--- config.mk ---
export PLATFORM = sky130hd
export DESIGN_NAME = crc8_rem_reg
export DESIGN_NICKNAME = d
export VERILOG_FILES = /design/src/rtl/crc8_pkg.sv /design/src/rtl/crc8_byte_net.sv /design/src/rtl/crc8_rem_reg.sv
export SDC_FILE = /design/constraint.sdc
export NUM_CORES = 1
export LEC_CHECK = 0
export CAP_MARGIN = 10
export CORE_MARGIN = 3
export CORE_UTILIZATION = 41
export DETAILED_ROUTE_END_ITERATION = 6
export GPL_ROUTABILITY_DRIVEN = 0
export GPL_TIMING_DRIVEN = 0
export PLACE_DENSITY = 0.81
export SLEW_MARGIN = 20
export SYNTH_ARGS = -nofsm -noshare
export SYNTH_HDL_FRONTEND = slang
export SYNTH_HIERARCHICAL = 1
export SYNTH_SLANG_ARGS = --single-unit
--- constraint.sdc ---
create_clock -name clk -period 4.23 [get_ports clk]
set_clock_uncertainty 0.05 [all_clocks]
set_input_delay 1.269 -clock clk [delete_from_list [all_inputs] [get_ports clk]]
set_output_delay 1.269 -clock clk [all_outputs]
set_load 0.03 [all_outputs]
--- src/rtl/crc8_pkg.sv ---
// Package: shared constants for the transfer checksum.
// Assumes an 8-bit remainder and byte-wide input; all modules take these as
// parameter defaults so a different width can be chosen per instance.
package crc8_pkg;
    localparam int          CRC8_W    = 8;
    localparam int          CRC8_DW   = 8;
    localparam logic [7:0]  CRC8_POLY = 8'h1D;
    localparam logic [7:0]  CRC8_INIT = 8'hFF;
endpackage

--- src/rtl/crc8_byte_net.sv ---
// Module: crc8_byte_net
// Purely combinational division network folding DW data bits into a W-bit
// remainder in one step. Equivalent to DW bit-serial shifts, MSB of dat_i
// first. Assumes POLY omits the implied x^W term.
module crc8_byte_net #(
    parameter int             W    = crc8_pkg::CRC8_W,
    parameter int             DW   = crc8_pkg::CRC8_DW,
    parameter logic [W-1:0]   POLY = crc8_pkg::CRC8_POLY
) (
    input  logic [W-1:0]  rem_i,
    input  logic [DW-1:0] dat_i,
    output logic [W-1:0]  rem_o
);
    logic [W-1:0] stage [0:DW];
    logic [DW-1:0] fb;

    assign stage[0] = rem_i;

    // One unrolled shift stage per data bit, highest bit entering first.
    for (genvar g = 0; g < DW; g++) begin : g_stage
        assign fb[g]         = stage[g][W-1] ^ dat_i[DW-1-g];
        assign stage[g+1]    = {stage[g][W-2:0], 1'b0} ^ ({W{fb[g]}} & POLY);
    end

    assign rem_o = stage[DW];

    // Network is linear: zero remainder with zero data must stay zero.
    always_comb begin

        if (rem_i == '0 && dat_i == '0)
            zero_in_zero_out_chk: assert (rem_o == '0);
    end
endmodule

--- src/rtl/crc8_rem_reg.sv ---
// Module: crc8_rem_reg
// Holds the running remainder. A clear selects the preset as the base; a byte
// strobe then folds the byte into that base, so clear plus byte in one cycle
// gives the checksum of that byte alone. rem_nxt exposes the value to be
// stored this cycle so a finalize can include a same-cycle byte.
module crc8_rem_reg #(
    parameter int             W    = crc8_pkg::CRC8_W,
    parameter int             DW   = crc8_pkg::CRC8_DW,
    parameter logic [W-1:0]   POLY = crc8_pkg::CRC8_POLY,
    parameter logic [W-1:0]   INIT = crc8_pkg::CRC8_INIT
) (
    input  logic          clk,
    input  logic          rst_n,
    input  logic          clr_i,
    input  logic          vld_i,
    input  logic [DW-1:0] dat_i,
    output logic [W-1:0]  rem_q,
    output logic [W-1:0]  rem_nxt
);
    logic [W-1:0] base;
    logic [W-1:0] upd;

    // Pick the starting point: preset on clear, otherwise the stored value.
    always_comb base = clr_i ? INIT : rem_q;

    crc8_byte_net #(.W(W), .DW(DW), .POLY(POLY)) u_net (
        .rem_i (base),
        .dat_i (dat_i),
        .rem_o (upd)
    );

    // Choose the value stored this cycle: updated on a byte, else the base.
    always_comb rem_nxt = vld_i ? upd : base;

    // Remainder register with synchronous preset on reset.
    always_ff @(posedge clk) begin
        if (!rst_n) rem_q <= INIT;
        else        rem_q <= rem_nxt;
    end


    idle_hold_chk: assert property (@(posedge clk) disable iff (!rst_n)
        (!clr_i && !vld_i) |=> $stable(rem_q));


    clear_preset_chk: assert property (@(posedge clk) disable iff (!rst_n)
        (clr_i && !vld_i) |=> (rem_q == INIT));
endmodule

Word-level counts from Yosys, hierarchy flattened. Index checks and enable logic that the tools add are counted.

Bits in registers: 8. Bits of input ports: 12. Output and inout port bits: 16. Logic and storage cells: 19.

Mux-type cells: 2. Bitwise gates (word level): 16.

Operator list (number): 8-bit by 5-bit bitwise XOR with 8-bit output (8); 8-bit 2-to-1 mux (2); 1-bit bitwise XOR (8).

Longest topological paths before layout. Gate-level depths: netlist of run 1.

Depth after elaboration: 18. Mapped depth: 7. Depth with buffers taken out: 6.

By module. Netlist of run 1, hierarchy kept.

By module, submodules not included: crc8_rem_reg (times used 1, cells an instance 50, area an instance 407.9 um^2, sequential area each 160.2 um^2); crc8_byte_net (times used 1, cells an instance 24, area an instance 246.5 um^2, sequential area each 0.0 um^2).

Worst setup path before layout of run 1. OpenSTA, ideal clock, no wires.

Path kind: input-to-output. From: input port clr_i. To: output port rem_nxt[2]. Data arrival time: 2.810 ns. Required time: 2.911 ns. Path slack: 0.101 ns. Stages: 7. Path through: buf_6 or2_1 xnor2_2 xor2_2 xnor3_1 nor2b_1 nor2_1.

Elaborated cells between the ends (all ways): 16. Those cells by class: mux (2); bitwise (14).

RTL lines: from (decl) (line crc8_rem_reg.sv:14) `input logic clr_i,`; 8-bit 2-to-1 mux (line crc8_rem_reg.sv:24) `always_comb base = clr_i ? INIT : rem_q;`; net base[0] (line crc8_rem_reg.sv:20) `logic [W-1:0] base;`; 8-bit by 5-bit bitwise XOR with 8-bit output (7 in a row) (line crc8_byte_net.sv:22) `assign stage[g+1] = {stage[g][W-2:0], 1'b0} ^ ({W{fb[g]}} & POLY);`; 1-bit bitwise XOR (line crc8_byte_net.sv:21) `assign fb[g] = stage[g][W-1] ^ dat_i[DW-1-g];`; 8-bit by 5-bit bitwise XOR with 8-bit output (line crc8_byte_net.sv:22); net upd[2] (line crc8_rem_reg.sv:21) `logic [W-1:0] upd;`; 8-bit 2-to-1 mux (line crc8_rem_reg.sv:33) `always_comb rem_nxt = vld_i ? upd : base;`; to (decl) (line crc8_rem_reg.sv:18) `output logic [W-1:0] rem_nxt`.

The timed path passes the listed nets, and every way through them passes these cells.

Worst setup path in the final report of run 1.
From: input port clr_i. To: output port rem_nxt[4].

Elaborated cells between the ends (all ways): 17. Those cells by class: mux (2); bitwise (15).

RTL lines (line): 8-bit 2-to-1 mux (crc8_rem_reg.sv:24); net base[2] (crc8_rem_reg.sv:20); 8-bit by 5-bit bitwise XOR with 8-bit output (5 in a row) (crc8_byte_net.sv:22); 1-bit bitwise XOR (crc8_byte_net.sv:21); 8-bit by 5-bit bitwise XOR with 8-bit output (3 in a row) (crc8_byte_net.sv:22); net upd[4] (crc8_rem_reg.sv:21); 8-bit 2-to-1 mux (crc8_rem_reg.sv:33).

The timed path passes the listed nets, and every way through them passes these cells.

==> results.md, run 1 <==
* Max Buffers Root-to-Sink at 2
* FMAX at 0.235 GHz
* Worst slew pin tran at around 370 ps
* Final nets at 125
* Sequential fraction of the synthesis area at 24.5%
* Data required, critical path at 2910 ps
* Die Area at about 0.0021 mm2
* Maximum vdd ir drop at 0.000330 V
* Starting density of the core at 46.8%
* Setup WS pre-CTS at -1090 ps
* Critical path endpoint category: output port
* Clk root buf: clkbuf_4
* Vias at 648
* Synth warnings at 6
* Status: complete, but fails checks
* DRC viols at 0
* Vias in the first global route at 616
* Post-synthesis register bit count at 8
* Port bufs at 27
* Pre-antenna DRT Iters at 4
* First-iteration detailed-routing DRC count at 9
* DRT antenna net count at 0
* Reg2reg start: rem_q[0]
* Diodes inserted at 0
* R2R cell count at 6
* I/O pin cnt at 28
* CTS clk-pin slew, worst paths at 60 ps
* CTS Sinks at 8
* Yosys cell types at 14
* Static Leak at 0.000463 uW
* Die Span Y at 46.0 um
* DIE WIDTH at 46.0 um
* Hold Path End: rem_q[2]
* Vias/cell at just over 5
* Critical Path AT at 2940 ps
* Tot GR Track Use at 18.4%
* Final worst setup slack at -33.7 ps
* Inserted Clock Buffers at 3
* Worst hold start: rem_q[2]
* Fraction of layout cells with a size suffix above 1 at 38.7%
* Biggest register: rem_q
* TritonCTS clock tree: yes
* Minimum clock period at between 4000 and 5000 ps
* Critical R2R Capture: rem_q[2]
* Finish-stage setup viols at 1
* Max Slew Vio Count at 0
* Area growth from synthesis to layout at 71.5%
* Pin count of the biggest net entering global routing at 17
* First-pass GRT wire length at 2820 um
* Min-delay worst type: register to register
* Clock H-tree levels at 1
* Max FO, Critical Path at 16
* Row Count at 13
* Commonest non-fill, non-tap cells in the layout: clkdlybuf4s50_1 (16), buf_4 (11), nor2_1 (8), o21ai_1 (8), dfxtp_1 (8)
* Post-Syn Area at ~650 um2
* Commonest non-fill, non-tap cell in the layout: clkdlybuf4s50_1
* Gr ovfl total at 0
* Power Density at 502 mW/mm2
* Critical path class: input port to output port
* Max reg flops at 8
* Setup slack, reg-to-reg at roughly 2400 ps
* Post-synthesis cell count at 74
* CP Launch Type: input port
* Net count after synthesis at 86
* Syn_area_per_cell at 8.84 um2
* Biggest regs: rem_q (8)
* Worst-Skew Late Latency at 260 ps
* Tightest hold margin at ~500 ps
* Max-cap violations at 0
* Slew margin rel. at ~75%
* Post-DP HPWL at 1190 um
* Fin util at 80.2%
* Fin crit share at 101%
* Violated checks: negative setup slack
* Final Hold Fails at 0
* Core area at 0.00140 mm2
* WL/cell at between 15 and 20 um
* PnR Total Power at approximately 560 uW
* Final WL at about 2200 um
* Hold Crit Depth at 2
* Initial antenna violation count at 0
-- critical path, stage by stage --
cell and delay, ps:
buf_4 180, or2_1 270, xnor2_2 250, buf_4 160, xor2_1 230, xnor2_1 190, nor2b_2 90, nor2_1 100
buf_2 200
-- final cells by class --
type	count	area (um2)
flip-flops and latches	8	160
plain buffers	1	11.3
clock buffers	3	22.5
fillers	90	277
repair buffers	35	300
multi-input cells	64	609
well taps	15	18.8
-- worst max-delay path by stage --
stage             start          to  slack, ps  depth (start not counted)
2_1_floorplan     clr_i  rem_nxt[2]        100                          7
3_3_place_gp      clr_i  rem_nxt[2]      -1100                          9
3_5_place_dp      clr_i  rem_nxt[2]      -1090                          9
4_1_cts        dat_i[5]  rem_nxt[2]          8                          6
5_1_grt           clr_i  rem_nxt[4]        -80                          9
6_report          clr_i  rem_nxt[4]        -30                          9
-- routing by layer --
metal  global-route usage, %  vias to the layer above  wire length [um]
met1                    24.7                      318               892
met3                    1.19                        2                82
li1                        -                      310                 -
met4                    5.11                        0                17
met2                    31.3                       18              1200
met5                       0                        -                 0
-- synth_stat cells --
master | count | share of area, %
xnor2_1 | 15 | 20
dfxtp_1 | 8 | 24
nor2_1 | 8 | 4.6
o21ai_1 | 8 | 6.1
or2_1 | 8 | 7.6
nor2b_1 | 6 | 5.7
nor3_1 | 6 | 4.6
xor2_1 | 5 | 6.7
buf_6 | 2 | 3.4
nor2b_2 | 2 | 2.7
nor3_2 | 2 | 3.1
xnor2_2 | 2 | 5.0
xnor3_1 | 1 | 3.4
xor2_2 | 1 | 2.5
-- per-stage QoR --
step | setup TNS [ps] | area, um2 | std cells
after floorplan | 0 | 654 | 74
after global routing | -139 | 1120 | 126
after detailed placement | -7550 | 943 | 116
final | -33.7 | 1120 | 126
after CTS | 0 | 1050 | 124
after global placement | -7530 | 943 | 116
-- kinds of logic (layout without fill, tap and decap cells) --
group / after synthesis / count (layout) / synth area share (%)
and+or+nand+nor: 32 / 32 / 28.3
AOI/OAI and AO/OA: 8 / 8 / 6.12
DFF: 8 / 8 / 24.5
xor gates and xnor gates: 24 / 24 / 37.7
buffers and inverters: 2 / 39 / 3.44
-- power breakdown --
part	leakage [uW]	switching, uW	internal, uW	total (uW)
clock network	0.0000138	29.2	32.7	61.9
registers	0.0000661	12.1	90.8	103
logic	0.000383	222	177	399
-- repair_timing --
item | CTS | global route
buffers inserted | 6 | 2
pin swaps | 8 | 8
endpoints found under the setup margin | 8 | 7
hold buffers | 0 | 0
resized for setup | 55 | 16
(Power assumes the default switching activity.)
==> run 2: changes to the inputs <==
clock period = 4.4 ns   (was 4.23 ns; I/O delays follow)
==> run 2 against run 1 <==
Net effect:
- the run now ends clean
- register-to-register slack better by 220 ps
- critical path depth is 2 lower
- highest routed layer unchanged
- sequential power is 4% lower
- combinational power is 4% lower
==> results.md, run 2 (synthesis results as in run 1) <==
* Clock share of power at 10.6% (-0.4 points)
* Fraction of layout cells with a size suffix above 1 at 39.1% (+0.35 points)
* Critical-path cell list: clkdlybuf4s50_1 -> xor2_2 -> xnor2_2 -> xnor2_1 -> nor2b_1 -> nor2_1 -> clkdlybuf4s15_2
* Starting density of the core at 46.8% (unchanged)
* FMAX at 0.230 GHz
* Diodes inserted at 0 (unchanged)
* Maximum vdd ir drop at 0.000320 V (-3.1%)
* Power Density at 482 mW/mm2 (-4.0%)
* Min-delay worst type: register to register
* Area growth from synthesis to layout at 71.5% (unchanged)
* Status: finished, final reports clean
* Finish-stage setup viols at 0 (-1)
* Vias in the first global route at 617 (+0.16%)
* Data required, critical path at 3030 ps (+120 ps)
* TNS Setup at 0 ps (+33.7 ps)
* Max reg flops at 8 (unchanged)
* Minimum clock period at ~4400 ps
* Worst-Skew Late Latency at 250 ps (about the same)
* Max Slew Vio Count at 0 (unchanged)
* Die Span Y at 46.0 um (unchanged)
* Critical path endpoint category: output port
* DIE WIDTH at 46.0 um (unchanged)
* Worst hold start: rem_q[2]
* DRC viols at 0 (unchanged)
* Critical R2R Capture: rem_q[2]
* Max-cap violations at 0 (unchanged)
* Final Hold Fails at 0 (unchanged)
* First-iteration detailed-routing DRC count at 20 (+11)
* CTS clk-pin slew, worst paths at 60 ps (about the same)
* Reg2reg start: rem_q[4]
* TritonCTS clock tree: yes
* Worst slew pin tran at 326 ps (-44.0 ps)
* Row Count at 13 (unchanged)
* Vias at 643 (-0.77%)
* Inserted Clock Buffers at 3 (unchanged)
* DRT antenna net count at 0 (unchanged)
* Vias/cell at 5.14 (about the same)
* Slew margin rel. at 78.2% (+3.0 points)
* Max Buffers Root-to-Sink at 2 (unchanged)
* Die Area at 0.00211 mm2 (unchanged)
* Commonest non-fill, non-tap cells in the layout: clkdlybuf4s50_1 (18), buf_4 (11), xnor2_2 (9)
* CP max-delay cell: clkdlybuf4s50_1
* Pre-antenna DRT Iters at 4 (unchanged)
* CTS Sinks at 8 (unchanged)
* Largest stage delay, worst path at 510 ps (+240 ps)
* Final nets at 124 (-0.80%)
* Final WL at 1910 um (-13%)
* WL/cell at 15.2 um (-12%)
* First-pass GRT wire length at 2770 um (-1.5%)
* Static Leak at 0.000450 uW (-2.9%)
* Hold Crit Depth at 2 (unchanged)
* Tot GR Track Use at 18.3% (-0.15 points)
* I/O pin cnt at 28 (unchanged)
* Biggest regs: rem_q (8)
* Biggest register: rem_q
* Initial antenna violation count at 0 (unchanged)
* Hold Path End: rem_q[2]
* Combinational share of power at 71.2% (+0.4 points)
* Gr ovfl total at 0 (unchanged)
* Clk root buf: clkbuf_4
* Setup slack, reg-to-reg at 2660 ps (+220 ps)
* PnR Total Power at 541 uW (-4.0%)
* RSZ-0062 raised after global routing: no
* R2R cell count at 6 (unchanged)
* Port bufs at 27 (unchanged)
* Clock H-tree levels at 1 (unchanged)
* Fin crit share at 99.0%
* Core area at 0.00140 mm2 (unchanged)
* Power share of the sequential group at 18.3% (about the same)
* Pin count of the biggest net entering global routing at 11 (-6)
* NetSw at 246 uW (-6.4%)
* Max FO, Critical Path at 3 (-13)
* Critical path class: input port to output port
* Post-DP HPWL at 1190 um (unchanged)
* Commonest non-fill, non-tap cell in the layout: clkdlybuf4s50_1
* CP Launch Type: input port
* Critical Path AT at 2980 ps (+40 ps)
* Switch share at 45.5% (-1.2 points)
* Int Power at 295 uW (-1.9%)
-- run 2: changes by cell type in the layout (fill, tap and decap cells not counted), sizes merged --
cell | previous run | this run
buf | 17 | 14
clkdlybuf4s50 | 16 | 18
clkbuf | 4 | 5
clkdlybuf4s15 | 0 | 1
dlymetal6s2s | 2 | 0
-- run 2: repair_timing --
action                     in CTS  in global routing
pin swaps                       8                  5
cloned                          0                  0
hold buffers                    0                  0
setup buffers                   6                  1
resized for setup              57                 11
setup endpoints to repair       8                  7
-- run 2: worst max-delay path by stage --
stage / from / cells after the start / slack [ps] / to
after floorplan: clr_i / 7 / 170 / rem_nxt[2]
after global placement: clr_i / 9 / -1030 / rem_nxt[2]
after detailed placement: clr_i / 9 / -1020 / rem_nxt[2]
after CTS: clr_i / 9 / 30 / rem_nxt[1]
after global routing: clr_i / 9 / 4 / rem_nxt[5]
final: dat_i[5] / 7 / 50 / rem_nxt[1]
-- run 2: area by class of cell --
class,instances,area (um2)
plain buffers,1,11.3
clock buffers,3,22.5
fillers,87,277
multi-input cells,64,611
flip-flops and latches,8,160
well taps,15,18.8
repair buffers,34,299
-- run 2: power groups by stage --
stage / registers [uW] / clock network, uW / logic, uW
2_1_floorplan: 127 / 0 / 189
3_3_place_gp: 98.8 / 0 / 327
3_5_place_dp: 99.1 / 0 / 329
4_1_cts: 97.8 / 58.9 / 359
5_1_grt: 101 / 61.7 / 404
6_report: 98.9 / 57.2 / 385
-- run 2: per-layer routing --
metal / wire length (um) / GRT usage, %
met1: 802 / 25.5
met2: 969 / 29.9
met3: 100 / 1.19
met4: 34 / 5.11
met5: 0 / 0
-- run 2: worst max-delay path, delay by kind of cell --
kind	cells	cell delay, ps
buffers and inverters	2	810
XOR/XNOR	3	670
AND/OR/NAND/NOR	2	200
-- run 2: metrics by stage --
| step | hold WS (ps) | cells | utilization (%) | cell area [um2] | worst slack (ps) |
|---|---|---|---|---|---|
| after floorplan | 629 | 74 | - | 654 | 169 |
| after global placement | 471 | 116 | 67.4 | 943 | -1030 |
| after detailed placement | 480 | 116 | 67.4 | 943 | -1020 |
| after CTS | 494 | 125 | 77.0 | 1080 | 27.9 |
| after global routing | 527 | 125 | 80.2 | 1120 | 3.84 |
| final | 500 | 125 | 80.2 | 1120 | 45.4 |
==> run 3: changes to the inputs <==
CORE_UTILIZATION = 43   (was 41)
CTS_BUF_LIST = sky130_fd_sc_hd__clkbuf_2 sky130_fd_sc_hd__clkbuf_4 sky130_fd_sc_hd__clkbuf_8   (was default)
PLACE_DENSITY = 0.84   (was 0.81)
==> run 3 against run 2 <==
Net effect:
- die area decreased by 4.0%
- sequential power decreased by 1%
- cell count down 0.80%
- clock-buffer cell count is the same
- critical endpoint is now rem_nxt[2]
==> results.md, run 3 (synthesis results as in run 1) <==
* Status: finished, final reports clean
* DRT antenna net count at 0 (unchanged)
* Fraction of layout cells with a size suffix above 1 at 33.9% (-5.1 points)
* Vias in the first global route at 636 (+3.1%)
* CTS Sinks at 8 (unchanged)
* DIE WIDTH at 45.0 um (-2.0%)
* Port bufs at 27 (unchanged)
* Final Instance Area at 0.00107 mm2 (-4.6%)
* Vias at 604 (-6.1%)
* Commonest non-fill, non-tap cells in the layout: clkdlybuf4s50_1 (18), xnor2_2 (10)
* Post-DP HPWL at 1150 um (-2.9%)
* CP Launch Type: input port
* Fill cell count at 93 (+6.9%)
* Final Hold Fails at 0 (unchanged)
* Slew margin rel. at 79.0% (+0.77 points)
* Commonest non-fill, non-tap cell in the layout: clkdlybuf4s50_1
* Data required, critical path at 3030 ps (about the same)
* Pin count of the biggest net entering global routing at 11 (unchanged)
* Clock H-tree levels at 1 (unchanged)
* Max FO, Critical Path at 3 (unchanged)
* I/O pin cnt at 28 (unchanged)
* Fin crit share at 98.0% (-0.94 points)
* Critical R2R Capture: rem_q[2]
* R2R cell count at 6 (unchanged)
* Worst slew pin tran at 314 ps (-11.5 ps)
* Clk root buf: clkbuf_4
* CTS clk-pin slew, worst paths at 60 ps (about the same)
* Max Slew Vio Count at 0 (unchanged)
* Max Buffers Root-to-Sink at 2 (unchanged)
* Row Count at 13 (unchanged)
* Min-delay worst type: register to register
* Die Span Y at 45.0 um (-2.0%)
* DRC viols at 0 (unchanged)
* Biggest regs: rem_q (8)
* Maximum vdd ir drop at 0.000302 V (-5.4%)
* First-iteration detailed-routing DRC count at 3 (-85%)
* Critical path endpoint category: output port
* Area growth from synthesis to layout at 63.7%
* Reg2reg start: rem_q[4]
* Initial antenna violation count at 0 (unchanged)
* RSZ-0062 raised after global routing: no
* Total stage count of the critical path at 6 (-1)
* CP max-delay cell: clkdlybuf4s50_1
* Vias/cell at 4.87 (-5.3%)
* Finish-stage setup viols at 0 (unchanged)
* TritonCTS clock tree: yes
* Biggest register: rem_q
* Pre-antenna DRT Iters at 3 (-1)
* Largest stage delay, worst path at 570 ps (+60 ps)
* Diodes inserted at 0 (unchanged)
* FMAX at 0.232 GHz (+0.96%)
* Power Density at 472 mW/mm2 (-2.0%)
* Starting density of the core at 47.9% (+1.1 points)
* Critical Path AT at 2940 ps (-40 ps)
* Worst hold start: rem_q[7]
* Max-cap violations at 0 (unchanged)
* Gr ovfl total at 0 (unchanged)
* Final WL at 1680 um (-12%)
* Critical path class: input port to output port
* Worst-Skew Late Latency at 260 ps (about the same)
* Final nets at 123 (-0.81%)
* CP top delay family: buffers and inverters
* Hold Path End: rem_q[7]
* Die Area at 0.00203 mm2 (-4.0%)
* Max reg flops at 8 (unchanged)
* Crit path buffers/inverters at 2 (unchanged)
* Hold Crit Depth at 2 (unchanged)
* First-pass GRT wire length at 2780 um (+0.25%)
* Cts hold-fix bufs at 0 (unchanged)
* Minimum clock period at 4310 ps (-41.4 ps)
* Tot GR Track Use at 18.8% (+0.55 points)
* Static Leak at 0.000430 uW (-4.5%)
* Core area at 0.00137 mm2 (-2.3%)
* Inserted Clock Buffers at 3 (unchanged)
* WL/cell at 13.5 um (-11%)
* Placed cell areas at 943 um2 (unchanged)
* Tightest hold margin at 494 ps (-5.71 ps)
* Critical-path cell list: clkdlybuf4s50_1 -> xor2_4 -> xnor3_1 -> nor2b_1 -> nor2_1 -> buf_4
* Setup slack, reg-to-reg at 2700 ps (+40 ps)
==> run 3: changes by cell type in the layout (fill, tap and decap cells not counted), sizes merged <==
cell	delta
buf	-1
==> run 3: metrics by stage <==
step / setup WS, ps / std cells / util (%) / total power (uW) / TNS [ps]
final: 86.8 / 124 / 78.4 / 506 / 0
after global routing: 15.0 / 124 / 78.4 / 534 / 0
after CTS: -10.1 / 121 / 74.5 / 491 / -10.1
after detailed placement: -1030 / 116 / 69.0 / 424 / -7240
after global placement: -999 / 116 / 69.0 / 421 / -7020
after floorplan: 169 / 74 / - / 315 / 0
==> run 3: report_power, final <==
part	internal (uW)	switching, uW	total [uW]
sequential	87.3	10.2	97.5
clock	31.4	28.3	59.7
combinational	157	191	349
==> run 3: metal layers <==
layer | up-vias | global-route usage [%] | part of all wire [%]
met4 | 0 | 10.5 | 1.7
met5 | - | 0 | 0
met1 | 274 | 22.9 | 42
met2 | 18 | 31.6 | 51
li1 | 309 | - | -
met3 | 3 | 2.39 | 5.0
==> run 3: area by class of cell <==
cell class	count	area, um2	area share (%)
Clock buffer	3	22.5	2.10
Multi-Input combinational cell	64	572	53.4
Tap cell	15	18.8	1.75
Buffer	1	11.3	1.05
Timing Repair Buffer	33	287	26.8
Sequential cell	8	160	15.0
==> run 3: worst max-delay path by stage <==
stage	startpoint	end
after floorplan	clr_i	rem_nxt[2]
after global placement	clr_i	rem_nxt[2]
after detailed placement	clr_i	rem_nxt[2]
after CTS	clr_i	rem_nxt[2]
after global routing	clr_i	rem_nxt[6]
final	dat_i[5]	rem_nxt[2]
==> run 3: worst register-to-register path, stage by stage, from the launching register on <==
cell     delay, ps
dfxtp_1        320
or2_1          240
xnor2_2        210
xor2_2         200
xnor3_1        330
nor2b_1        150
o21ai_1         80
==> run 3: timing repair <==
item | 4_1_cts | 5_1_grt
endpoints found under the setup margin | 8 | 8
gates cloned | 0 | 0
pin swaps | 5 | 8
resized for setup | 46 | 14
setup buffers | 2 | 4
